===== src/rtl/bmw_pkg.sv =====
package bmw_pkg;
  typedef enum logic [1:0] {
    REG_CMD  = 2'd0,
    REG_MODE = 2'd1,
    REG_STAT = 2'd2,
    REG_TIM  = 2'd3
  } reg_sel_e;

  typedef enum logic [1:0] {
    SZ_BYTE = 2'd0,
    SZ_HALF = 2'd1,
    SZ_WORD = 2'd2,
    SZ_WALT = 2'd3
  } acc_size_e;

  // host-owned bits of the shared mode byte
  localparam logic [7:0] MODE_HOST_MASK = 8'h30;
endpackage


===== src/rtl/bmw_decode.sv =====
module bmw_decode #(
  parameter int NCH  = 2,
  parameter int CH_W = 1,
  parameter int AW   = CH_W + 3
) (
  input  logic [AW-1:0]        addr,
  output logic [CH_W-1:0]      ch,
  output logic                 ch_ok,
  output logic                 is_desc,
  output bmw_pkg::reg_sel_e    rsel,
  output logic [1:0]           off
);
  assign ch      = addr[AW-1:3];
  assign is_desc = addr[2];
  assign off     = addr[1:0];
  assign rsel    = bmw_pkg::reg_sel_e'(addr[1:0]);

  generate
    if ((2 ** CH_W) == NCH) begin : g_full
      assign ch_ok = 1'b1;
    end else begin : g_part
      assign ch_ok = ({1'b0, ch} < (CH_W + 1)'(NCH));
    end
  endgenerate
endmodule


===== src/rtl/bmw_status.sv =====
module bmw_status (
  input  logic       clk,
  input  logic       rst,
  input  logic       wr_en,
  input  logic [7:0] wdata,
  input  logic       act,
  input  logic       err_set,
  input  logic       irq_set,
  output logic [7:0] stat
);
  logic err_q, irq_q, b5_q, b6_q;

  always_ff @(posedge clk) begin
    if (rst) begin
      err_q <= 1'b0;
      irq_q <= 1'b0;
      b5_q  <= 1'b0;
      b6_q  <= 1'b0;
    end else begin
      if (wr_en) begin
        b5_q <= wdata[5];
        b6_q <= wdata[6];
      end
      // set strobe has priority over a host clear
      err_q <= err_set | (err_q & ~(wr_en & wdata[1]));
      irq_q <= irq_set | (irq_q & ~(wr_en & wdata[2]));
    end
  end

  assign stat = {1'b0, b6_q, b5_q, 2'b00, irq_q, err_q, act};
endmodule


===== src/rtl/bmdma_win.sv =====
module bmdma_win #(
  parameter int NCH = 2,
  parameter int DW  = 32,
  localparam int CH_W = (NCH > 1) ? $clog2(NCH) : 1,
  localparam int AW   = CH_W + 3
) (
  input  logic            clk,
  input  logic            rst,
  input  logic            host_valid,
  input  logic            host_write,
  input  logic [AW-1:0]   host_addr,
  input  logic [1:0]      host_size,
  input  logic [DW-1:0]   host_wdata,
  output logic [DW-1:0]   host_rdata,
  output logic            host_rvalid,
  input  logic [NCH-1:0]  eng_active,
  input  logic [NCH-1:0]  eng_err_set,
  input  logic [NCH-1:0]  eng_irq_set,
  output logic            cmd_stb,
  output logic [CH_W-1:0] cmd_chan,
  output logic [7:0]      cmd_data,
  input  logic [7:0]      mode_in,
  output logic            mode_wr_en,
  output logic [7:0]      mode_wr_data,
  output logic            irq_reeval,
  output logic            desc_sel,
  output logic [CH_W-1:0] desc_chan,
  output logic [1:0]      desc_off
);
  import bmw_pkg::*;

  localparam logic [DW-1:0] HALF_ONES = {{(DW-16){1'b0}}, 16'hFFFF};

  logic [CH_W-1:0] ch;
  logic            ch_ok, is_desc;
  reg_sel_e        rsel;
  logic [1:0]      off;

  bmw_decode #(.NCH(NCH), .CH_W(CH_W), .AW(AW)) u_dec (
    .addr(host_addr), .ch(ch), .ch_ok(ch_ok), .is_desc(is_desc),
    .rsel(rsel), .off(off)
  );

  logic byte_acc, wr_byte, wr_ctl;
  assign byte_acc = host_valid && (acc_size_e'(host_size) == SZ_BYTE) && ch_ok;
  assign wr_byte  = byte_acc && host_write;
  assign wr_ctl   = wr_byte && !is_desc;

  logic unused_wbits;
  assign unused_wbits = ^host_wdata[DW-1:8];

  logic [7:0] stat_v [NCH];
  logic [7:0] tim_v  [NCH];
  logic [7:0] cmd_v  [NCH];

  for (genvar g = 0; g < NCH; g++) begin : g_ch
    logic       hit;
    logic [7:0] tim_r, cmd_r;
    assign hit = wr_ctl && (ch == CH_W'(g));

    bmw_status u_st (
      .clk(clk), .rst(rst),
      .wr_en(hit && (rsel == REG_STAT)),
      .wdata(host_wdata[7:0]),
      .act(eng_active[g]),
      .err_set(eng_err_set[g]),
      .irq_set(eng_irq_set[g]),
      .stat(stat_v[g])
    );

    always_ff @(posedge clk) begin
      if (rst) begin
        tim_r <= 8'h00;
        cmd_r <= 8'h00;
      end else begin
        if (hit && (rsel == REG_TIM)) tim_r <= host_wdata[7:0];
        if (hit && (rsel == REG_CMD)) cmd_r <= host_wdata[7:0];
      end
    end

    assign tim_v[g] = tim_r;
    assign cmd_v[g] = cmd_r;
  end

  logic [DW-1:0] rd_next;
  always_comb begin
    rd_next = '0;
    case (acc_size_e'(host_size))
      SZ_HALF: rd_next = HALF_ONES;
      SZ_WORD, SZ_WALT: rd_next = '1;
      default: begin
        if (ch_ok && !is_desc) begin
          case (rsel)
            REG_CMD:  rd_next[7:0] = cmd_v[ch];
            REG_MODE: rd_next[7:0] = mode_in;
            REG_STAT: rd_next[7:0] = stat_v[ch];
            default:  rd_next[7:0] = tim_v[ch];
          endcase
        end
      end
    endcase
  end

  always_ff @(posedge clk) begin
    if (rst) begin
      host_rdata   <= '0;
      host_rvalid  <= 1'b0;
      cmd_stb      <= 1'b0;
      cmd_chan     <= '0;
      cmd_data     <= 8'h00;
      mode_wr_en   <= 1'b0;
      mode_wr_data <= 8'h00;
      irq_reeval   <= 1'b0;
      desc_sel     <= 1'b0;
      desc_chan    <= '0;
      desc_off     <= 2'b00;
    end else begin
      host_rvalid <= host_valid && !host_write;
      if (host_valid && !host_write) host_rdata <= rd_next;
      cmd_stb    <= wr_ctl && (rsel == REG_CMD);
      mode_wr_en <= wr_ctl && (rsel == REG_MODE);
      irq_reeval <= wr_ctl && (rsel == REG_MODE);
      desc_sel   <= byte_acc && is_desc;
      if (wr_ctl && (rsel == REG_CMD)) begin
        cmd_chan <= ch;
        cmd_data <= host_wdata[7:0];
      end
      if (wr_ctl && (rsel == REG_MODE))
        mode_wr_data <= (mode_in & ~MODE_HOST_MASK) | (host_wdata[7:0] & MODE_HOST_MASK);
      if (byte_acc && is_desc) begin
        desc_chan <= ch;
        desc_off  <= off;
      end
    end
  end
endmodule


===== config.mk =====
export PLATFORM = sky130hd
export DESIGN_NAME = bmdma_win
export DESIGN_NICKNAME = d
export VERILOG_FILES = /design/src/rtl/bmw_pkg.sv /design/src/rtl/bmw_decode.sv /design/src/rtl/bmw_status.sv /design/src/rtl/bmdma_win.sv
export SDC_FILE = /design/constraint.sdc
export NUM_CORES = 1
export LEC_CHECK = 0
export ABC_AREA = 1
export BUFFER_PORTS_ARGS = -buffer_cell sky130_fd_sc_hd__buf_2
export CORE_MARGIN = 4
export CORE_UTILIZATION = 30
export DETAILED_ROUTE_END_ITERATION = 10
export PLACE_DENSITY = 0.49
export SLEW_MARGIN = 10
export SYNTH_ARGS = -nofsm -noshare
export SYNTH_HDL_FRONTEND = slang
export SYNTH_SLANG_ARGS = --single-unit

===== constraint.sdc =====
create_clock -name clk -period 1.6 [get_ports clk]
set_input_delay 0.32 -clock clk [delete_from_list [all_inputs] [get_ports clk]]
set_output_delay 0.32 -clock clk [all_outputs]
set_load 0.01 [all_outputs]

==> results.py, run 1 <==
metrics = {
    "global_route": {
        "gr-usage-all-layers_pct": 14.7,
        "grt_overflow": 0,
        "antenna_found_initial": 0,
        "grt_max_degree": 47,
        "grt_pass1_wl_um": 14900,
        "first_global_vias": 2860,
    },
    "cts": {
        "numCtsBuffers": 9,
        "cts_repair_resize_count": 0,
        "tritoncts": "built",
        "ctsLongestPathBuffers": 2,
        "clock-sinks": 74,
        "clkLatencyLatePin_ns": 0.34,
        "post-cts-setup-buffer-count": 0,
        "cts.htree.levels": 3,
        "total_of_hold_buffers_inserted_after_clock_tree_synthesis": 0,
        "cts_root_buffer": "sky130_fd_sc_hd__clkbuf_8",
        "cts.clk_slew.worst_paths_ns": 0.08,
    },
    "layout": {
        "fill_cells": 1197,
        "multi_input_comb_area_um2": 1410,
        "area_growth_syn_to_layout_pct": 20.7,
        "layout-drive-gt1-share_pct": 25.6,
        "final_design_area_no_fill_um2": 4060,
        "register_area_um2": 1480,
        "inserted_diodes": 0,
        "fin_nets": 614,
        "layout.core_utilization_pct": 37.3,
    },
    "route": {
        "vias": 3119,
        "detail_route.wl_per_cell_um": 13.6,
        "detail_route.drc_violations": 0,
        "detail_route.vias_per_cell": 4.44,
        "final_ant_viol_nets": 0,
        "detail_route.first_pass.iterations": 4,
        "finalWirelength_um": 9530,
        "initial_drc_count": 173,
    },
    "floorplan": {
        "start_util_pct": 30.9,
        "chipWidth_um": 114,
        "floorplan.rows": 38,
        "overall_die_height_um": 114,
        "num_ports": 113,
        "area_of_the_die_um2": 13000,
        "core_area_um2": 10900,
    },
    "timing": {
        "timing.slew.headroom_pct": 74.5,
        "worstMarginPinSlew_ns": 0.381,
        "grt_setup_unrepaired": "no",
        "max_freq_mhz": 702,
        "timing.final.hold_violations": 0,
        "timing.final.crit_share_pct": 89.0,
        "period_minus_slack_ns": 1.42,
        "fin_tns_setup_ns": 0,
        "final_max_tran_viols": 0,
        "worst_clock_skew_ns": 0.0103,
        "setup_violations_final": 0,
        "timing.hold.ws_ns": 0.210,
    },
    "min_path": {
        "hold_class": "primary input to flop",
    },
    "critical_path": {
        "cpLargestDelayFamily": "flip-flops",
        "crit_chain": "buf_2",
        "slowest_stage": "sky130_fd_sc_hd__dfxtp_1",
        "worst_setup_path_start_kind": "flop",
        "critical_path_data_required_time_ns": 1.28,
        "worst-path-max-fanout": 17,
        "critical-path-max-stage-delay_ns": 0.56,
        "critical_path_arrival_ns": 1.10,
        "critPathCaptureType": "output port",
        "worst-setup-path-type": "flop to output port",
        "critical_path.n_buffers_inverters": 1,
    },
    "yosys": {
        "yosysUniqueCellTypes": 23,
        "ys_seq_elements": 74,
        "netlist_instances": 480,
        "yosysWarnings": 0,
        "synth_nets": 536,
        "ys_seq_area_share_pct": 44.0,
        "syn-cell-area_um2": 3360,
        "synth_area_per_cell_um2": 7.01,
    },
    "pwr": {
        "power_density_relative_to_cell_area_nw_per_um2": 900,
        "power.ir.vdd_worst_mv": 0.441,
        "static-leakage-power_nw": 1.85,
    },
    "place": {
        "placed_cell_area_um2": 3880,
        "portBuffers": 88,
        "dp_hpwl_um": 6850,
        "finalWeightedCongestion": 0.760,
    },
    "job": {
        "max_cap_viol_count": 0,
    },
    "outcome": {
        "outcome": "completed",
    },
}
## cells in the final DEF, fill, tap and decap left out, types with 10 or more instances in the layout
cell type / count
sky130_fd_sc_hd__o21ai_0: 48
sky130_fd_sc_hd__buf_2: 88
sky130_fd_sc_hd__nand2_1: 111
sky130_fd_sc_hd__nand3_1: 30
sky130_fd_sc_hd__a21oi_1: 36
sky130_fd_sc_hd__nor2_1: 72
sky130_fd_sc_hd__inv_1: 40
sky130_fd_sc_hd__clkbuf_8: 10
sky130_fd_sc_hd__buf_4: 19
sky130_fd_sc_hd__dfxtp_1: 74
## layer usage
layer	GRT usage [%]	part of all wire (%)
met1	20.6	49
met4	4.20	0.91
met5	0	0
met3	3.02	5.7
met2	23.0	44
## state kept, by name (all words and copies together), names as in the netlist
signal and count:
host_rdata 10, g_ch.u_st.b6_q 2, g_ch.tim_r 16, g_ch.cmd_r 16, desc_chan 1, desc_sel 1
irq_reeval 1, desc_off 2, mode_wr_data 8, cmd_data 8, host_rvalid 1, cmd_chan 1
g_ch.u_st.err_q 2, cmd_stb 1, g_ch.u_st.b5_q 2, g_ch.u_st.irq_q 2
## stage by stage
stage          setup slack [ns]  total power (W)  cells
2_1_floorplan             0.366          0.00220    480
3_3_place_gp           -0.00140          0.00236    687
3_5_place_dp            -0.0205          0.00236    687
4_1_cts                   0.135          0.00371    703
5_1_grt                  0.0677          0.00383    703
6_report                  0.176          0.00366    703
## report_power, final
| part | internal [W] | total [W] | switching [W] |
|---|---|---|---|
| registers | 0.00187 | 0.00190 | 0.0000216 |
| clock network | 0.000605 | 0.00134 | 0.000736 |
| logic | 0.000154 | 0.000418 | 0.000264 |
| total | 0.00263 | 0.00366 | 0.00102 |
## cell families after synthesis
kind of cell           Yosys count  share of synthesized area [%]
and+or+nand+nor                228                           28.9
buffers and inverters           92                           14.1
DFF                             74                           44.0
AOI/OAI and AO/OA               86                           12.9
## path summary, 6_finish.rpt
| check | startpoint | endpoint | slack (ns) | cells after the start |
|---|---|---|---|---|
| worst max-delay path | host_rdata[30]$_SDFFE_PP0P_ | host_rdata[20] | 0.18 | 1 |
| worst min-delay path | eng_irq_set[1] | g_ch[1].u_st.irq_q$_SDFF_PP0_ | 0.21 | 3 |
| worst max register to register | g_ch[1].cmd_r[3]$_SDFFE_PP0P_ | host_rdata[3]$_SDFFE_PP0P_ | 0.60 | 4 |
| worst min register to register | desc_off[0]$_SDFFE_PP0P_ | desc_off[0]$_SDFFE_PP0P_ | 0.45 | 2 |
## synthesized netlist by cell type
| cell | instances | area, um2 |
|---|---|---|
| sky130_fd_sc_hd__nand2_4 | 1 | 11.3 |
| sky130_fd_sc_hd__clkinv_2 | 4 | 20.0 |
| sky130_fd_sc_hd__buf_2 | 3 | 15.0 |
| sky130_fd_sc_hd__nand3_1 | 30 | 150 |
| sky130_fd_sc_hd__inv_2 | 4 | 15.0 |
| sky130_fd_sc_hd__dfxtp_1 | 74 | 1480 |
| sky130_fd_sc_hd__buf_4 | 28 | 210 |
| sky130_fd_sc_hd__clkbuf_1 | 9 | 33.8 |
| sky130_fd_sc_hd__nor2_4 | 3 | 33.8 |
| sky130_fd_sc_hd__nor3_2 | 1 | 10.0 |
| sky130_fd_sc_hd__inv_1 | 40 | 150 |
| sky130_fd_sc_hd__o211ai_1 | 2 | 15.0 |
| sky130_fd_sc_hd__nor2_1 | 72 | 270 |
| sky130_fd_sc_hd__buf_6 | 2 | 22.5 |
| sky130_fd_sc_hd__a21oi_1 | 36 | 180 |
| sky130_fd_sc_hd__o21ai_0 | 48 | 240 |
| sky130_fd_sc_hd__nand4_1 | 4 | 25.0 |
| sky130_fd_sc_hd__nand2_1 | 111 | 417 |
| sky130_fd_sc_hd__nand3_2 | 2 | 20.0 |
| sky130_fd_sc_hd__nand3_4 | 1 | 17.5 |
| sky130_fd_sc_hd__nor2_2 | 2 | 12.5 |
| sky130_fd_sc_hd__clkinv_1 | 2 | 7.51 |
| sky130_fd_sc_hd__nand2_2 | 1 | 6.26 |
## area by class of cell
class                   count  area share (%)
flip-flops and latches     74            36.5
multi-input cells         314            34.7
repair buffers            109            15.3
inverters                  50            4.75
well taps                 140            4.31
clock buffers              10            3.39
clock inverters             6            1.02
Power figures use the tool's default switching activity.
==> run 2, diff against run 1 <==
==> constraint.sdc (replaced) <==
create_clock -name clk -period 1.8 [get_ports clk]
set_input_delay 0.36 -clock clk [delete_from_list [all_inputs] [get_ports clk]]
set_output_delay 0.36 -clock clk [all_outputs]
set_load 0.01 [all_outputs]
==> run 2 against run 1 <==
Against the previous run:
- via count increased by 0.83%
- worst setup slack improved by 0.16 ns
- utilization increased by 0.22 points
- largest cell class unchanged
- sequential share of layout area decreased by 0.21 points
- critical path type unchanged
- cell count decreased by 0.85%
- combinational power decreased by 13%
- clock skew decreased by 0.0014 ns
- clock power increased by 17%
- die area unchanged
==> results.py, run 2 (synthesized netlist as in run 1, its figures left out) <==
metrics = {
    "outcome": {
        "outcome": "completed",
    },
    "critical_path": {
        "worst-setup-path-type": "flop to output port",
        "worstReg2RegEnd": "host_rdata[6]$_SDFFE_PP0P_",
        "critical_path.n_buffers_inverters": 1,
        "worst-path-max-fanout": 17,
        "reg2reg_from": "g_ch[1].u_st.b6_q$_SDFFE_PP0N_",
        "worst_reg_to_reg_setup_slack_ns": 0.82,
        "reg2regPathDepth": 6,
        "critical_path_arrival_ns": 1.10,
        "critPathCaptureType": "output port",
        "cpLargestDelayFamily": "flip-flops",
        "worst_setup_path_start_kind": "flop",
        "critical-path-max-stage-delay_ns": 0.55,
        "critical_path_data_required_time_ns": 1.44,
        "slowest_stage": "sky130_fd_sc_hd__dfxtp_1",
        "crit_chain": "buf_2",
    },
    "cts": {
        "cts_root_buffer": "sky130_fd_sc_hd__clkbuf_8",
        "cts.clk_slew.worst_paths_ns": 0.08,
        "clkLatencyLatePin_ns": 0.34,
        "clock-sinks": 74,
        "numCtsBuffers": 9,
        "tritoncts": "built",
        "cts_repair_resize_count": 0,
        "total_of_hold_buffers_inserted_after_clock_tree_synthesis": 0,
        "ctsLongestPathBuffers": 2,
        "cts.htree.levels": 3,
        "post-cts-setup-buffer-count": 0,
    },
    "floorplan": {
        "core_area_um2": 10900,
        "start_util_pct": 30.9,
        "overall_die_height_um": 114,
        "floorplan.rows": 38,
        "chipWidth_um": 114,
        "area_of_the_die_um2": 13000,
        "num_ports": 113,
    },
    "route": {
        "met2WireLength_um": 4310,
        "detail_route.first_pass.iterations": 4,
        "detail_route.wl_per_cell_um": 13.7,
        "wl_met3_um": 732,
        "detail_route.drc_violations": 0,
        "finalWirelength_um": 9530,
        "vias": 3145,
        "m1WireLength_um": 4410,
        "detail_route.vias_per_cell": 4.51,
        "final_ant_viol_nets": 0,
        "highest_layer": "met4",
        "initial_drc_count": 188,
    },
    "timing": {
        "timing.final.hold_violations": 0,
        "worst_clock_skew_ns": 0.00892,
        "fin_ws_ns": 0.340,
        "timing.slew.headroom_pct": 71.1,
        "setup_violations_final": 0,
        "worstMarginPinSlew_ns": 0.434,
        "max_freq_mhz": 685,
        "timing.final.crit_share_pct": 81.1,
        "final_max_tran_viols": 0,
        "period_minus_slack_ns": 1.46,
        "grt_setup_unrepaired": "no",
        "fin_tns_setup_ns": 0,
    },
    "min_path": {
        "hold_path.startpoint": "eng_err_set[1]",
        "hold_depth": 3,
        "hold-path-endpoint": "g_ch[1].u_st.err_q$_SDFF_PP0_",
        "hold_class": "primary input to flop",
    },
    "global_route": {
        "antenna_found_initial": 0,
        "grt_overflow": 0,
        "first_global_vias": 2906,
        "grt_max_degree": 47,
        "grt_pass1_wl_um": 15500,
        "gr-usage-all-layers_pct": 15.0,
    },
    "layout": {
        "area_growth_syn_to_layout_pct": 21.4,
        "mostFrequentLayoutCells": "sky130_fd_sc_hd__nand2_1 (111), sky130_fd_sc_hd__buf_2 (88), sky130_fd_sc_hd__dfxtp_1 (74)",
        "layout-drive-gt1-share_pct": 24.8,
        "register_area_um2": 1480,
        "inserted_diodes": 0,
        "fill_cells": 1190,
        "fin_nets": 609,
        "leading_registers_by_flop_count": "g_ch.cmd_r: 16 flops, g_ch.tim_r: 16 flops, host_rdata: 10 flops",
        "layout.core_utilization_pct": 37.5,
        "multi_input_comb_area_um2": 1410,
        "final_common_cell": "sky130_fd_sc_hd__nand2_1",
    },
    "place": {
        "place_worst_setup_slack_ns": 0.113,
        "dp_hpwl_um": 6790,
        "portBuffers": 88,
        "finalWeightedCongestion": 0.782,
    },
    "pwr": {
        "power.ir.vdd_worst_mv": 0.420,
        "static-leakage-power_nw": 1.86,
        "power_density_relative_to_cell_area_nw_per_um2": 885,
    },
    "job": {
        "max_cap_viol_count": 0,
    },
}
==> run 2: worst max-delay path by stage <==
stage | start | end | slack [ns] | cells after the start
floorplan | host_addr[1] | g_ch[0].tim_r[0]$_SDFFE_PP0P_ | 0.53 | 7
global placement | host_size[0] | g_ch[1].tim_r[7]$_SDFFE_PP0P_ | 0.14 | 9
detailed placement | host_size[0] | g_ch[0].cmd_r[2]$_SDFFE_PP0P_ | 0.11 | 9
CTS | host_rdata[30]$_SDFFE_PP0P_ | host_rdata[31] | 0.30 | 1
global route | host_rdata[30]$_SDFFE_PP0P_ | host_rdata[17] | 0.24 | 1
finish | host_rdata[30]$_SDFFE_PP0P_ | host_rdata[31] | 0.34 | 1
==> run 2: metrics by stage <==
step / instance area [um2] / hold slack (ns) / power, W / instances
2_1_floorplan: 3360 / 0.440 / 0.00195 / 480
3_3_place_gp: 3840 / 0.430 / 0.00209 / 682
3_5_place_dp: 3840 / 0.435 / 0.00209 / 682
4_1_cts: 4080 / 0.237 / 0.00367 / 697
5_1_grt: 4080 / 0.246 / 0.00378 / 697
6_report: 4080 / 0.250 / 0.00362 / 697
==> run 2: routing by layer <==
layer,track usage (%),up-vias
met3,3.61,7
met2,24.1,104
met5,0,-
met4,3.09,0
met1,20.7,1398
li1,-,1636
==> run 2: where the power goes <==
part | total (W) | internal, W | switching (W)
Combinational | 0.000365 | 0.000133 | 0.000232
Clock | 0.00157 | 0.000949 | 0.000617
Sequential | 0.00168 | 0.00167 | 0.0000187
Total | 0.00362 | 0.00275 | 0.000868
==> run 2: final cells by class <==
type,count,area share [%]
tap,140,4.29
inverter,50,4.72
multi-input combinational,314,34.5
sequential,74,36.3
timing repair buffer,104,14.3
clock buffer,10,3.37
clock inverter,5,2.51
